File: config.mk
export PLATFORM = sky130hd
export DESIGN_NAME = victim_buffer
export DESIGN_NICKNAME = d
export VERILOG_FILES = /design/src/rtl/vb_pkg.sv /design/src/rtl/vb_match.sv /design/src/rtl/vb_fifo_ptr.sv /design/src/rtl/vb_store.sv /design/src/rtl/victim_buffer.sv
export SDC_FILE = /design/constraint.sdc
export NUM_CORES = 1
export LEC_CHECK = 0
export BUFFER_PORTS_ARGS = -buffer_cell sky130_fd_sc_hd__buf_4
export CORE_ASPECT_RATIO = 0.75
export CORE_MARGIN = 2
export CORE_UTILIZATION = 27
export DETAILED_ROUTE_END_ITERATION = 6
export GPL_ROUTABILITY_DRIVEN = 0
export SETUP_SLACK_MARGIN = 0.4
export SYNTH_ARGS = -nofsm -noshare
export SYNTH_HDL_FRONTEND = slang
export SYNTH_SLANG_ARGS = --single-unit
File: constraint.sdc
create_clock -name clk -period 4.1 [get_ports clk]
set_input_delay 0 -clock clk [delete_from_list [all_inputs] [get_ports clk]]
set_output_delay 0 -clock clk [all_outputs]
set_load 0.03 [all_outputs]
File: src/rtl/vb_pkg.sv
// Shared definitions for the victim line buffer.
// Assumes: the lookup hit is already gated by the request valid.
package vb_pkg;

    typedef enum logic [1:0] {
        VB_IDLE = 2'd0,   // nothing to do
        VB_SWAP = 2'd1,   // hit, displaced line takes the hit slot
        VB_TAKE = 2'd2,   // hit, slot is freed
        VB_FILL = 2'd3    // no hit, displaced line goes to the FIFO slot
    } vb_op_e;

    // Picks the cycle's action from lookup result and displaced-line valid.
    function automatic vb_op_e vb_decode(input logic found, input logic displaced);
        if (found)          return displaced ? VB_SWAP : VB_TAKE;
        else if (displaced) return VB_FILL;
        else                return VB_IDLE;
    endfunction

endpackage

File: src/rtl/vb_match.sv
// Parallel address comparator for all entries, with a one-hot to binary encoder.
// Assumes: at most one valid entry holds any given address.
module vb_match #(
    parameter int ENTRIES = 8,
    parameter int ADDR_W  = 20,
    localparam int IDX_W  = (ENTRIES > 1) ? $clog2(ENTRIES) : 1
) (
    input  logic                             lookup_en,
    input  logic [ADDR_W-1:0]                lookup_addr,
    input  logic [ENTRIES-1:0]               ent_valid,
    input  logic [ENTRIES-1:0][ADDR_W-1:0]   ent_addr,
    output logic [ENTRIES-1:0]               match_oh,
    output logic                             match_any,
    output logic [IDX_W-1:0]                 match_idx
);

    // One comparator per entry, all evaluated together.
    for (genvar i = 0; i < ENTRIES; i++) begin : g_cmp
        assign match_oh[i] = lookup_en && ent_valid[i] && (ent_addr[i] == lookup_addr);
    end

    assign match_any = |match_oh;

    // Encoder: each index bit is the OR of the match lines whose index has that bit.
    for (genvar b = 0; b < IDX_W; b++) begin : g_enc
        logic [ENTRIES-1:0] sel;
        for (genvar i = 0; i < ENTRIES; i++) begin : g_sel
            if (((i >> b) & 1) == 1) begin : g_on
                assign sel[i] = match_oh[i];
            end else begin : g_off
                assign sel[i] = 1'b0;
            end
        end
        assign match_idx[b] = |sel;
    end

endmodule

File: src/rtl/vb_fifo_ptr.sv
// Replacement pointer: names the oldest insert slot and steps round-robin.
// Assumes: advance is raised only in cycles that insert a line.
module vb_fifo_ptr #(
    parameter int ENTRIES = 8,
    localparam int IDX_W  = (ENTRIES > 1) ? $clog2(ENTRIES) : 1
) (
    input  logic             clk,
    input  logic             rst_n,
    input  logic             advance,
    output logic [IDX_W-1:0] ptr
);

    localparam logic [IDX_W-1:0] LAST = IDX_W'(ENTRIES - 1);

    // Steps the pointer with wrap after the last slot.
    always_ff @(posedge clk) begin
        if (!rst_n)       ptr <= '0;
        else if (advance) ptr <= (ptr == LAST) ? '0 : ptr + 1'b1;
    end

endmodule

File: src/rtl/vb_store.sv
// Entry storage: address, line data, dirty and valid per slot.
// Assumes: write and clear never target the same slot in one cycle.
module vb_store #(
    parameter int ENTRIES = 8,
    parameter int ADDR_W  = 20,
    parameter int DATA_W  = 32,
    localparam int IDX_W  = (ENTRIES > 1) ? $clog2(ENTRIES) : 1
) (
    input  logic                             clk,
    input  logic                             rst_n,
    input  logic                             wr_en,
    input  logic [IDX_W-1:0]                 wr_idx,
    input  logic [ADDR_W-1:0]                wr_addr,
    input  logic [DATA_W-1:0]                wr_data,
    input  logic                             wr_dirty,
    input  logic                             clr_en,
    input  logic [IDX_W-1:0]                 clr_idx,
    output logic [ENTRIES-1:0]               ent_valid,
    output logic [ENTRIES-1:0]               ent_dirty,
    output logic [ENTRIES-1:0][ADDR_W-1:0]   ent_addr,
    output logic [ENTRIES-1:0][DATA_W-1:0]   ent_data
);

    for (genvar i = 0; i < ENTRIES; i++) begin : g_slot
        logic              v_q;
        logic              d_q;
        logic [ADDR_W-1:0] a_q;
        logic [DATA_W-1:0] x_q;

        // Loads the slot on a write, empties it on a clear.
        always_ff @(posedge clk) begin
            if (!rst_n) begin
                v_q <= 1'b0;
                d_q <= 1'b0;
                a_q <= '0;
                x_q <= '0;
            end else if (wr_en && (wr_idx == IDX_W'(i))) begin
                v_q <= 1'b1;
                d_q <= wr_dirty;
                a_q <= wr_addr;
                x_q <= wr_data;
            end else if (clr_en && (clr_idx == IDX_W'(i))) begin
                v_q <= 1'b0;
                d_q <= 1'b0;
            end
        end

        assign ent_valid[i] = v_q;
        assign ent_dirty[i] = d_q;
        assign ent_addr[i]  = a_q;
        assign ent_data[i]  = x_q;
    end

endmodule

File: src/rtl/victim_buffer.sv
// Fully associative victim line buffer between a direct-mapped cache and memory.
// Hits return a line and swap in the displaced line; misses request memory and
// insert the displaced line in FIFO order, writing back a dirty replaced line.
// Assumes: ENTRIES in 4..16; a displaced line's address is never already held
// and never equals the lookup address of the same cycle.
module victim_buffer #(
    parameter int ENTRIES = 8,
    parameter int ADDR_W  = 20,
    parameter int DATA_W  = 32,
    localparam int IDX_W  = (ENTRIES > 1) ? $clog2(ENTRIES) : 1
) (
    input  logic               clk,
    input  logic               rst_n,
    input  logic               req_valid,
    input  logic [ADDR_W-1:0]  req_addr,
    input  logic               evict_valid,
    input  logic [ADDR_W-1:0]  evict_addr,
    input  logic [DATA_W-1:0]  evict_data,
    input  logic               evict_dirty,
    output logic               hit,
    output logic [ENTRIES-1:0] hit_onehot,
    output logic [IDX_W-1:0]   hit_idx,
    output logic [DATA_W-1:0]  hit_data,
    output logic               hit_dirty,
    output logic               mem_rd_valid,
    output logic [ADDR_W-1:0]  mem_rd_addr,
    output logic               mem_wr_valid,
    output logic [ADDR_W-1:0]  mem_wr_addr,
    output logic [DATA_W-1:0]  mem_wr_data
);
    import vb_pkg::*;

    logic [ENTRIES-1:0]             ent_valid;
    logic [ENTRIES-1:0]             ent_dirty;
    logic [ENTRIES-1:0][ADDR_W-1:0] ent_addr;
    logic [ENTRIES-1:0][DATA_W-1:0] ent_data;
    logic [ENTRIES-1:0]             match_oh;
    logic                           match_any;
    logic [IDX_W-1:0]               match_idx;
    logic [IDX_W-1:0]               fill_ptr;
    vb_op_e                         op;
    logic                           wr_en;
    logic [IDX_W-1:0]               wr_idx;
    logic                           clr_en;

    vb_match #(.ENTRIES(ENTRIES), .ADDR_W(ADDR_W)) u_match (
        .lookup_en   (req_valid),
        .lookup_addr (req_addr),
        .ent_valid   (ent_valid),
        .ent_addr    (ent_addr),
        .match_oh    (match_oh),
        .match_any   (match_any),
        .match_idx   (match_idx)
    );

    vb_fifo_ptr #(.ENTRIES(ENTRIES)) u_ptr (
        .clk     (clk),
        .rst_n   (rst_n),
        .advance (op == VB_FILL),
        .ptr     (fill_ptr)
    );

    vb_store #(.ENTRIES(ENTRIES), .ADDR_W(ADDR_W), .DATA_W(DATA_W)) u_store (
        .clk       (clk),
        .rst_n     (rst_n),
        .wr_en     (wr_en),
        .wr_idx    (wr_idx),
        .wr_addr   (evict_addr),
        .wr_data   (evict_data),
        .wr_dirty  (evict_dirty),
        .clr_en    (clr_en),
        .clr_idx   (match_idx),
        .ent_valid (ent_valid),
        .ent_dirty (ent_dirty),
        .ent_addr  (ent_addr),
        .ent_data  (ent_data)
    );

    // Chooses the cycle's action and steers the store's write port.
    always_comb begin
        op     = vb_decode(match_any, evict_valid);
        wr_en  = (op == VB_SWAP) || (op == VB_FILL);
        wr_idx = (op == VB_SWAP) ? match_idx : fill_ptr;
        clr_en = (op == VB_TAKE);
    end

    // Drives the lookup result towards the first-level cache.
    always_comb begin
        hit        = match_any;
        hit_onehot = match_oh;
        hit_idx    = match_idx;
        hit_data   = match_any ? ent_data[match_idx]  : '0;
        hit_dirty  = match_any ? ent_dirty[match_idx] : 1'b0;
    end

    // Drives the next-level read request and the dirty write-back.
    always_comb begin
        mem_rd_valid = req_valid && !match_any;
        mem_rd_addr  = req_addr;
        mem_wr_valid = (op == VB_FILL) && ent_valid[fill_ptr] && ent_dirty[fill_ptr];
        mem_wr_addr  = ent_addr[fill_ptr];
        mem_wr_data  = ent_data[fill_ptr];
    end

endmodule

* After elaboration in Yosys (flattened, before gate mapping)
Cells that the tools add are included.
** Word-level totals
- Flip-flop bits (word level) :: 435
- Output and inout bits :: 119
- Logic and storage cells :: 156
** Cells by class
- Add/sub/neg operators :: 1
- Magnitude comparators :: 2
- Equal/unequal tests :: 26
- Muxes and demuxes :: 43
- Reductions and logical operators :: 51
** Operators by type and width (number)
- 32-bit binary-select mux with 3-bit select :: 2
- 20-bit equality test :: 8
- 32-bit two-way mux :: 3
- 20-bit binary-select mux with 3-bit select :: 1
- 1-bit logical AND :: 35
- 1-bit two-way mux :: 28
- 3-bit equality test (second input constant) :: 9
- 20-bit two-way mux :: 1
- 2-bit nonzero test :: 8
- 3-bit by 2-bit equality test with 1-bit output (second input constant) :: 4
- 4-bit OR reduction :: 3
- 1-bit binary-select mux with 3-bit select :: 3
- 3-bit by 4-bit < comparator with 1-bit output (second input constant) :: 2
- 8-bit OR reduction :: 1
- 3-bit by 1-bit equality test with 1-bit output (second input constant) :: 2
- 3-bit zero test :: 2
- 2-bit two-way mux :: 3
- 3-bit two-way mux :: 2
- 2-bit equality test (second input constant) :: 2
- 3-bit by 1-bit adder with 3-bit output (second input constant) :: 1
- 2-bit by 1-bit equality test with 1-bit output (second input constant) :: 1
- 1-bit zero test :: 1
- 1-bit logical OR :: 1

* Depth between registers and ports, before layout
Gate-level depths: netlist of the first run.
- Depth after elaboration :: 9
- Gate-level depth with buffers :: 12

* Modules after synthesis
A second synthesis of the first run with hierarchy kept.
** Unflattened totals
- Cell total of the unflattened synthesis :: 2563
- Area, all modules :: 24253.3 sq um
** Modules (own cells, without submodules)
- vb_store :: times used 1, cells an instance 1950, area each 16756.1 sq um
- victim_buffer :: times used 1, cells an instance 353, area each 5355.1 sq um
- vb_match :: times used 1, cells an instance 247, area each 1994.4 sq um
- vb_fifo_ptr :: times used 1, cells an instance 13, area each 147.6 sq um

* Least setup slack after synthesis of the first run
No wires, ideal clock.
- Path kind :: register to output
- From :: register u_store.g_slot[4].a_q[15]
- To :: output port hit_data[22]
- Arrival time :: 3.276 ns
- Slack :: 0.824 ns
- Cell stages (with the launch flop) :: 10
- Buffers on the path :: 3
- Path through :: dfxtp_1 -> xor2_1 -> nor4_1 -> nand4_1 -> nor4_1 -> or4_1 -> buf_4 -> buf_2 -> clkbuf_1 -> a32o_1
** Between the ends
- Cells in the longest elaborated chain, start to end :: 6
- Elaborated cells between the ends (all ways) :: 7
- Classes of those cells :: eq/ne (1); mux (3); reduce/logical (3)
** Ends and longest elaborated chain
- from (decl) :: RTL line vb_store.sv:27 : logic [ADDR_W-1:0] a_q;
- from (signal assigned) :: RTL line vb_store.sv:40 : a_q <= wr_addr;
- 20-bit equality test :: RTL line vb_match.sv:19 : assign match_oh[i] = lookup_en && ent_valid[i] && (ent_addr[i] == lookup_addr);
- 1-bit logical AND :: RTL line vb_match.sv:19
- net hit_onehot[4] :: RTL line victim_buffer.sv:21 : output logic [ENTRIES-1:0] hit_onehot,
- 4-bit OR reduction :: RTL line vb_match.sv:34 : assign match_idx[b] = |sel;
- net hit_idx[2] :: RTL line victim_buffer.sv:22 : output logic [IDX_W-1:0] hit_idx,
- 32-bit binary-select mux with 3-bit select :: RTL line victim_buffer.sv:92 : hit_data = match_any ? ent_data[match_idx] : '0;
- 32-bit two-way mux (not written as such) :: RTL line victim_buffer.sv:92
- 32-bit two-way mux :: RTL line victim_buffer.sv:92
- to (decl) :: RTL line victim_buffer.sv:23 : output logic [DATA_W-1:0] hit_data,
The timed path passes the listed nets, and every way through them passes these cells. The select of a mux whose other input is x is not followed.

* Worst setup path after layout of the first run
- From :: register u_store.g_slot[7].a_q[1]
- To :: output port hit_data[31]
** Between the ends
- Cells in the longest elaborated chain, start to end :: 6
- Elaborated cells between the ends (all ways) :: 9
- Classes of those cells :: eq/ne (1); mux (3); reduce/logical (5)
** Ends and longest elaborated chain (RTL line)
- from (decl) :: vb_store.sv:27
- from (signal assigned) :: vb_store.sv:40
- 20-bit equality test * :: vb_match.sv:19
- 1-bit logical AND * :: vb_match.sv:19
- 4-bit OR reduction :: vb_match.sv:34
- 32-bit binary-select mux with 3-bit select :: victim_buffer.sv:92
- 32-bit two-way mux (not written as such) :: victim_buffer.sv:92
- 32-bit two-way mux * :: victim_buffer.sv:92
Every way passes the cells marked *; elsewhere a longest branch is shown, timed or not. The select of a mux whose other input is x is not followed.

==> run_results.csv, run 1 <==
group,metric,value,unit
run_status,outcome,"finished, final reports clean",
clocking,cts_root_buf,"clkbuf_16",
timing,setup_viol,0,
timing,fin_crit_sh,88.0,%
min_path,hp-class,"input pin to flip-flop",
timing,fin_tns_setup,0,ns
logic_synthesis,synth_top_area_share,35.9,%
logic_synthesis,synthXorXnorAreaFrac,5.87,%
finish,nNetsFinal,2697,
logic_synthesis,ys_seq_area_share,35.9,%
finish,fin_util,32.5,%
timing,fin_crit,3.61,ns
finish,antenna_cells,0,
grt,grt-ovfl-total,0,
floorplanning,start_util,27.2,%
power_and_ir_drop,pwr-share-seq,42.4,%
power_and_ir_drop,p_clk_share,45.1,%
logic_synthesis,ys_ff_latch,435,
logic_synthesis,yosysWarnings,0,
logic_synthesis,synth_top_family_by_area,"multiplexers",
logic_synthesis,avgSynthCellArea,9.83,um^2
setup_path,path_class,"flip-flop to output port",
placement,io_buffers,195,
setup_path,cp_max_fo,68,
timing,whs,0.284,ns
setup_path,reg2reg_depth,9,
floorplanning,die_y,264,um
finish,final_cells,3870,
routing,vias,19300,
clocking,cts_buffer_depth,3,
grt,grt_pass1_wl,122000,um
routing,antenna_left,0,
timing,slew_headroom,36.0,%
logic_synthesis,synth-simple-area-share,15.6,%
timing,tightest_slew,0.951,ns
finish,num-fill-cells,9050,
floorplanning,rows,95,
grt,track_usage,17.4,%
clocking,cts_sinks,435,
logic_synthesis,synthTopCellsByCount,"nand2_1 (713), mux2i_1 (592), dfxtp_1 (435)",
clocking,path_clk_slew,0.06,ns
setup_path,cp.required,4.10,ns
job,max_cap_violations,0,
logic_synthesis,syn-cell-area,24300,um^2
logic_synthesis,synthAdderAreaFrac,0.103,%
clocking,cts_setup_buffers,0,
floorplanning,die_w,350,um
logic_synthesis,synth_area_leaders,"dfxtp_1 (36%), mux2i_1 (24%), nand2_1 (11%), mux4_2 (9.7%), xor2_1 (4.9%)",
setup_path,cp-end-kind,"output port",
grt,antenna_found_initial,3,
logic_synthesis,yosysUniqueCellTypes,50,
clocking,clk-insertion-delay-late,0.62,ns
timing,fin_ws,0.490,ns
timing,skew,0.0548,ns
logic_synthesis,synthFlopType,"dfxtp_1",
timing,hold_viol_final,0,
placement,dp_slack,0.482,ns
logic_synthesis,async_flop_share,0,%
clocking,cts_tree,"built",
min_path,min-delay-start,"req_valid",
power_and_ir_drop,ir_worst_vdd,0.233,mV
power_and_ir_drop,p_per_area,360,nW/um^2
power_and_ir_drop,swShare,27.5,%
logic_synthesis,postSynthCellCount,2468,
finish,layout-drive-gt1-share,18.9,%
finish,area_growth,19.7,%
setup_path,crit_path_start,"u_store.g_slot[7].a_q[1]",
timing,rsz0062_at_grt,"yes",
min_path,min_path_cells,7,
logic_synthesis,synth_compound_area_share,2.68,%
logic_synthesis,synth.largest_area_cell,"dfxtp_1",
floorplanning,core_area,89300,um^2
clocking,cts_made_buffers,51,
setup_path,regToRegStartpoint,"u_store.g_slot[7].a_q[7]",
timing,slew_violations,0,
placement,dp_cells,3722,
placement,postPlaceCellArea,26600,um^2
floorplanning,top_level_ports,196,
power_and_ir_drop,p_int,7.58,mW
logic_synthesis,synth_nets,2547,
logic_synthesis,synth_mux_area_share,34.1,%
setup_path,critPathArrivalTime,3.61,ns
power_and_ir_drop,power_frac_comb,12.5,%
grt,grt_max_degree,95,
setup_path,start_kind,"flip-flop",
routing,drt_iter0_markers,1748,
routing,drc_errors,0,
clocking,cts_htree_levels,2,
floorplanning,die-area,92300,um^2
routing,via_per_inst,4.99,
power_and_ir_drop,p_leak,13.9,nW
logic_synthesis,synth.most_common_cell,"nand2_1",
routing,finalWirelength,82000,um
timing,fmax,0.277,GHz
power_and_ir_drop,p_total,10.4,mW
routing,drt_first_pass_iters,6,
placement,hpwl,54100,um
routing,wl_per_cell,21.2,um
logic_synthesis,synth_edf_count,0,
power_and_ir_drop,power_switching,2.87,mW
finish,final_area,29000,um^2
grt,grt_pass1_vias,18800,
per-layer routing:
layer,up-vias,wire [um],track usage (%),part of all wire (%)
met5,-,29,0,0.035
met3,125,6050,3.53,7.4
met2,713,34600,25.0,42
met1,9562,38800,25.6,47
met4,6,2490,5.75,3.0
li1,8898,-,-,-
cell usage in the layout, fill, tap and decap left out, types with 4 or more instances in the layout:
cell,n
nand2_1,713
mux2i_1,592
dfxtp_1,432
buf_4,238
xor2_1,123
mux4_2,104
dlygate4sd3_1,55
nor4_1,54
clkbuf_16,51
a32o_1,33
nor2_1,23
xnor2_1,21
buf_12,18
xor2_2,16
nand4_1,15
clkbuf_8,15
nor3_1,13
nand3_1,12
clkinv_2,11
nor4_2,7
nor3_2,6
o211ai_1,6
a21boi_1,6
clkbuf_1,6
nand4b_1,5
nand4bb_1,5
nor4_4,4
or2_2,4
nor2b_1,4
o21ai_0,4
o311ai_0,4
layout make-up:
type	count	area (um^2)	share of cell area, %
Inverter	5	21.3	0.0732
Timing Repair Buffer	313	2720	9.38
Sequential cell	435	8720	30.0
Clock buffer	72	1510	5.18
Multi-Input combinational cell	1812	14300	49.3
Tap cell	1212	1520	5.22
Clock inverter	21	224	0.771
state kept, by name, indices dropped and copies added, names as in the netlist:
signal / count
u_store.g_slot.v_q: 8
u_store.g_slot.a_q: 160
u_store.g_slot.d_q: 8
u_store.g_slot.x_q: 256
u_ptr.ptr: 3
power by group through the flow:
| stage | Combinational, mW | Sequential (mW) | Clock (mW) |
|---|---|---|---|
| floorplan | 0.865 | 4.46 | 0 |
| global placement | 1.24 | 4.52 | 0 |
| detailed placement | 1.24 | 4.52 | 0 |
| CTS | 1.29 | 4.43 | 4.81 |
| global route | 1.38 | 4.45 | 5.00 |
| finish | 1.30 | 4.43 | 4.71 |
kinds of logic after synthesis:
logic type | count (synthesis)
AND/OR/NAND/NOR | 878
adder cells (fa/ha/maj) | 2
XOR/XNOR | 160
AO/OA/AOI/OAI | 76
multiplexers | 696
flip-flops | 435
buffers and inverters | 221
worst max-delay path: stages (launching register included):
cell	delay [ns]
dfxtp_1	0.38
xor2_1	0.41
nor3_1	0.11
nand4_1	0.15
nor4_2	0.06
buf_4	0.18
nor4_4	0.43
buf_12	0.45
mux2i_1	0.26
a32o_1	0.33
buf_4	0.23
final timing paths:
check	end	slack, ns
worst max-delay path	hit_data[31]	0.49
worst min-delay path	u_store.g_slot[5].v_q	0.28
worst max register to register	u_store.g_slot[7].a_q[8]	0.70
worst min register to register	u_store.g_slot[1].x_q[4]	0.47
timing repair:
item / CTS / global route
gates resized for setup: 8 / 16
setup endpoints to repair: 34 / 34
endpoints found under the hold margin: 423 / 0
pin swaps: 0 / 1
hold buffers: 55 / 0
No activity file was read; power rests on OpenSTA's default activity.
==> run 2, diff against run 1 <==
--- a/config.mk
+++ b/config.mk
@@ -11,6 +11,7 @@
 export CORE_UTILIZATION = 27
 export DETAILED_ROUTE_END_ITERATION = 6
 export GPL_ROUTABILITY_DRIVEN = 0
+export MAX_ROUTING_LAYER = met4
 export SETUP_SLACK_MARGIN = 0.4
 export SYNTH_ARGS = -nofsm -noshare
 export SYNTH_HDL_FRONTEND = slang
==> constraint.sdc (replaced) <==
create_clock -name clk -period 4.1 [get_ports clk]
set_input_delay 0.205 -clock clk [delete_from_list [all_inputs] [get_ports clk]]
set_output_delay 0.205 -clock clk [all_outputs]
set_load 0.03 [all_outputs]
==> run 2 against run 1 <==
Final cell count down 0.85%. Critical path depth rose by 1. Worst setup slack got worse by 0.047 ns. Count of clock-buffer cells in the layout shrank 4. First-iteration DRC count fell by 7.2%. Clock skew down 0.017 ns. Sequential power is essentially flat. Power rose by 0.29%. Maximum frequency fell by 1.3%.
==> run_results.csv, run 2 (synthesis results as in run 1) <==
group,metric,value,unit
grt,grt_pass1_vias,18600,
finish,top_regs,"u_store.g_slot.x_q: 256 flops, u_store.g_slot.a_q: 160 flops",
clocking,cts_root_buf,"clkbuf_16",
setup_path,path_class,"flip-flop to output port",
placement,postPlaceCellArea,26900,um^2
placement,io_buffers,195,
power_and_ir_drop,ir_worst_vdd,0.297,mV
floorplanning,die_w,350,um
timing,fin_crit_sh,89.2,%
power_and_ir_drop,pwr-share-seq,42.3,%
grt,track_usage,18.2,%
power_and_ir_drop,swShare,27.6,%
clocking,cts_sinks,435,
finish,largest_register,"u_store.g_slot.x_q",
clocking,clk-insertion-delay-late,0.62,ns
timing,slew_violations,0,
floorplanning,top_level_ports,196,
grt,grt_pass1_wl,123000,um
power_and_ir_drop,power_switching,2.89,mW
power_and_ir_drop,p_per_area,359,nW/um^2
timing,skew,0.0379,ns
setup_path,regToRegStartpoint,"u_store.g_slot[5].a_q[14]",
setup_path,cpPeakStageDelay,0.56,ns
grt,grt-ovfl-total,0,
min_path,min_path_cells,3,
floorplanning,rows,95,
timing,setup_viol,0,
setup_path,cp_max_fo,24,
power_and_ir_drop,p_total,10.5,mW
finish,num-fill-cells,9101,
floorplanning,die_y,264,um
min_path,min-delay-start,"evict_data[10]",
finish,layout-drive-gt1-share,21.3,%
routing,drc_errors,0,
routing,drt_first_pass_iters,6,
routing,via_per_inst,5.01,
routing,antenna_left,0,
floorplanning,start_util,27.2,%
timing,rsz0062_at_grt,"no",
timing,hold_viol_final,0,
grt,antenna_found_initial,1,
timing,fin_crit,3.66,ns
routing,wl_per_cell,21.9,um
timing,whs,0.0325,ns
power_and_ir_drop,p_clk_share,45.2,%
setup_path,cp_slowest_cell,"or4_4",
finish,final_area,29200,um^2
routing,vias,19200,
setup_path,cp.required,3.89,ns
routing,finalWirelength,84100,um
placement,hpwl,56900,um
floorplanning,die-area,92300,um^2
clocking,path_clk_slew,0.07,ns
floorplanning,core_area,89300,um^2
clocking,cts_tree,"built",
clocking,cts_htree_levels,2,
finish,final_cells,3837,
finish,layout_common_cells,"nand2_1 (713), mux2i_1 (590), dfxtp_1 (427)",
setup_path,cp-end-kind,"output port",
min_path,hp-class,"input pin to flip-flop",
setup_path,start_kind,"flip-flop",
timing,tightest_slew,0.981,ns
grt,grt_max_degree,99,
clocking,cts_buffer_depth,3,
job,max_cap_violations,0,
setup_path,path_cells,"xor2_1 -> nor3_1 -> nand4_1 -> nor4_2 -> buf_4 -> or4_4 -> buf_12 -> nor2b_4 -> buf_12 -> a32o_1 -> buf_4",
timing,slew_headroom,34.3,%
power_and_ir_drop,p_leak,14.0,nW
power_and_ir_drop,power_frac_comb,12.5,%
placement,dp_cells,3738,
setup_path,critPathArrivalTime,3.45,ns
min_path,hold_end,"u_store.g_slot[0].x_q[10]",
finish,largest_reg_flops,256,
timing,fin_tns_setup,0,ns
clocking,cts_made_buffers,49,
power_and_ir_drop,p_int,7.59,mW
setup_path,ff2ff_setup_slack,0.60,ns
routing,drt_iter0_markers,1623,
setup_path,reg2reg_to,"u_store.g_slot[0].a_q[4]",
finish,final_common_cell,"nand2_1",
finish,area_growth,20.3,%
finish,nNetsFinal,2664,
run_status,outcome,"finished, final reports clean",
setup_path,reg2reg_depth,9,
timing,fmax,0.274,GHz
## run 2: how the worst max path moves through the flow
stage                                   start                        end  slack (ns)  cells past startpoint
floorplan                         req_addr[5]               hit_data[22]        0.59                     10
global placement     u_store.g_slot[6].a_q[1]   u_store.g_slot[6].x_q[1]        0.55                     12
detailed placement                req_addr[1]  u_store.g_slot[6].a_q[14]        0.60                     13
CTS                 u_store.g_slot[7].a_q[17]               hit_data[12]        0.40                     12
global route        u_store.g_slot[2].a_q[18]               hit_data[31]        0.40                     11
finish               u_store.g_slot[6].a_q[7]                hit_data[2]        0.44                     11
## run 2: routing by layer
metal | GRT usage (%) | share of wire (%) | wire [um]
met1 | 25.2 | 46 | 38900
met3 | 4.76 | 8.8 | 7410
met5 | - | 0 | 0
met4 | 4.59 | 2.3 | 1900
met2 | 26.1 | 43 | 35900
## run 2: critical path: cells and delay by family (launching register included)
| family | cells | cell delay, ns |
|---|---|---|
| DFF | 1 | 0.36 |
| AOI/OAI and AO/OA | 1 | 0.27 |
| xor gates and xnor gates | 1 | 0.40 |
| buffers and inverters | 4 | 0.75 |
| and+or+nand+nor | 5 | 0.98 |
## run 2: per-stage QoR
step	worst slack, ns	util, %
floorplan	0.593	-
detailed placement	0.595	30.1
finish	0.444	32.7
global route	0.401	32.7
global placement	0.548	30.1
CTS	0.398	32.3
## run 2: area by class of cell
| cell class | count | area [um^2] | area share, % |
|---|---|---|---|
| multi-input combinational | 1812 | 14600 | 50.1 |
| sequential | 435 | 8730 | 29.9 |
| tap | 1212 | 1520 | 5.20 |
| clock inverter | 22 | 324 | 1.11 |
| antenna | 1 | 2.50 | 0.00858 |
| clock buffer | 68 | 1400 | 4.79 |
| inverter | 5 | 23.8 | 0.0815 |
| timing repair buffer | 282 | 2570 | 8.80 |
## run 2: power groups by stage
stage,clock network (mW),registers [mW],logic (mW)
finish,4.73,4.43,1.31
global route,4.98,4.44,1.37
CTS,4.82,4.43,1.29
detailed placement,0,4.52,1.28
global placement,0,4.52,1.27
floorplan,0,4.46,0.865
## run 2: timing repair
action / in CTS / in global routing
gates resized for setup: 30 / 53
pin swaps: 2 / 7
endpoints found under the setup margin: 35 / 34
endpoints found under the hold margin: 0 / 0
buffers inserted: 3 / 2
hold buffers: 0 / 0
gates cloned: 2 / 1
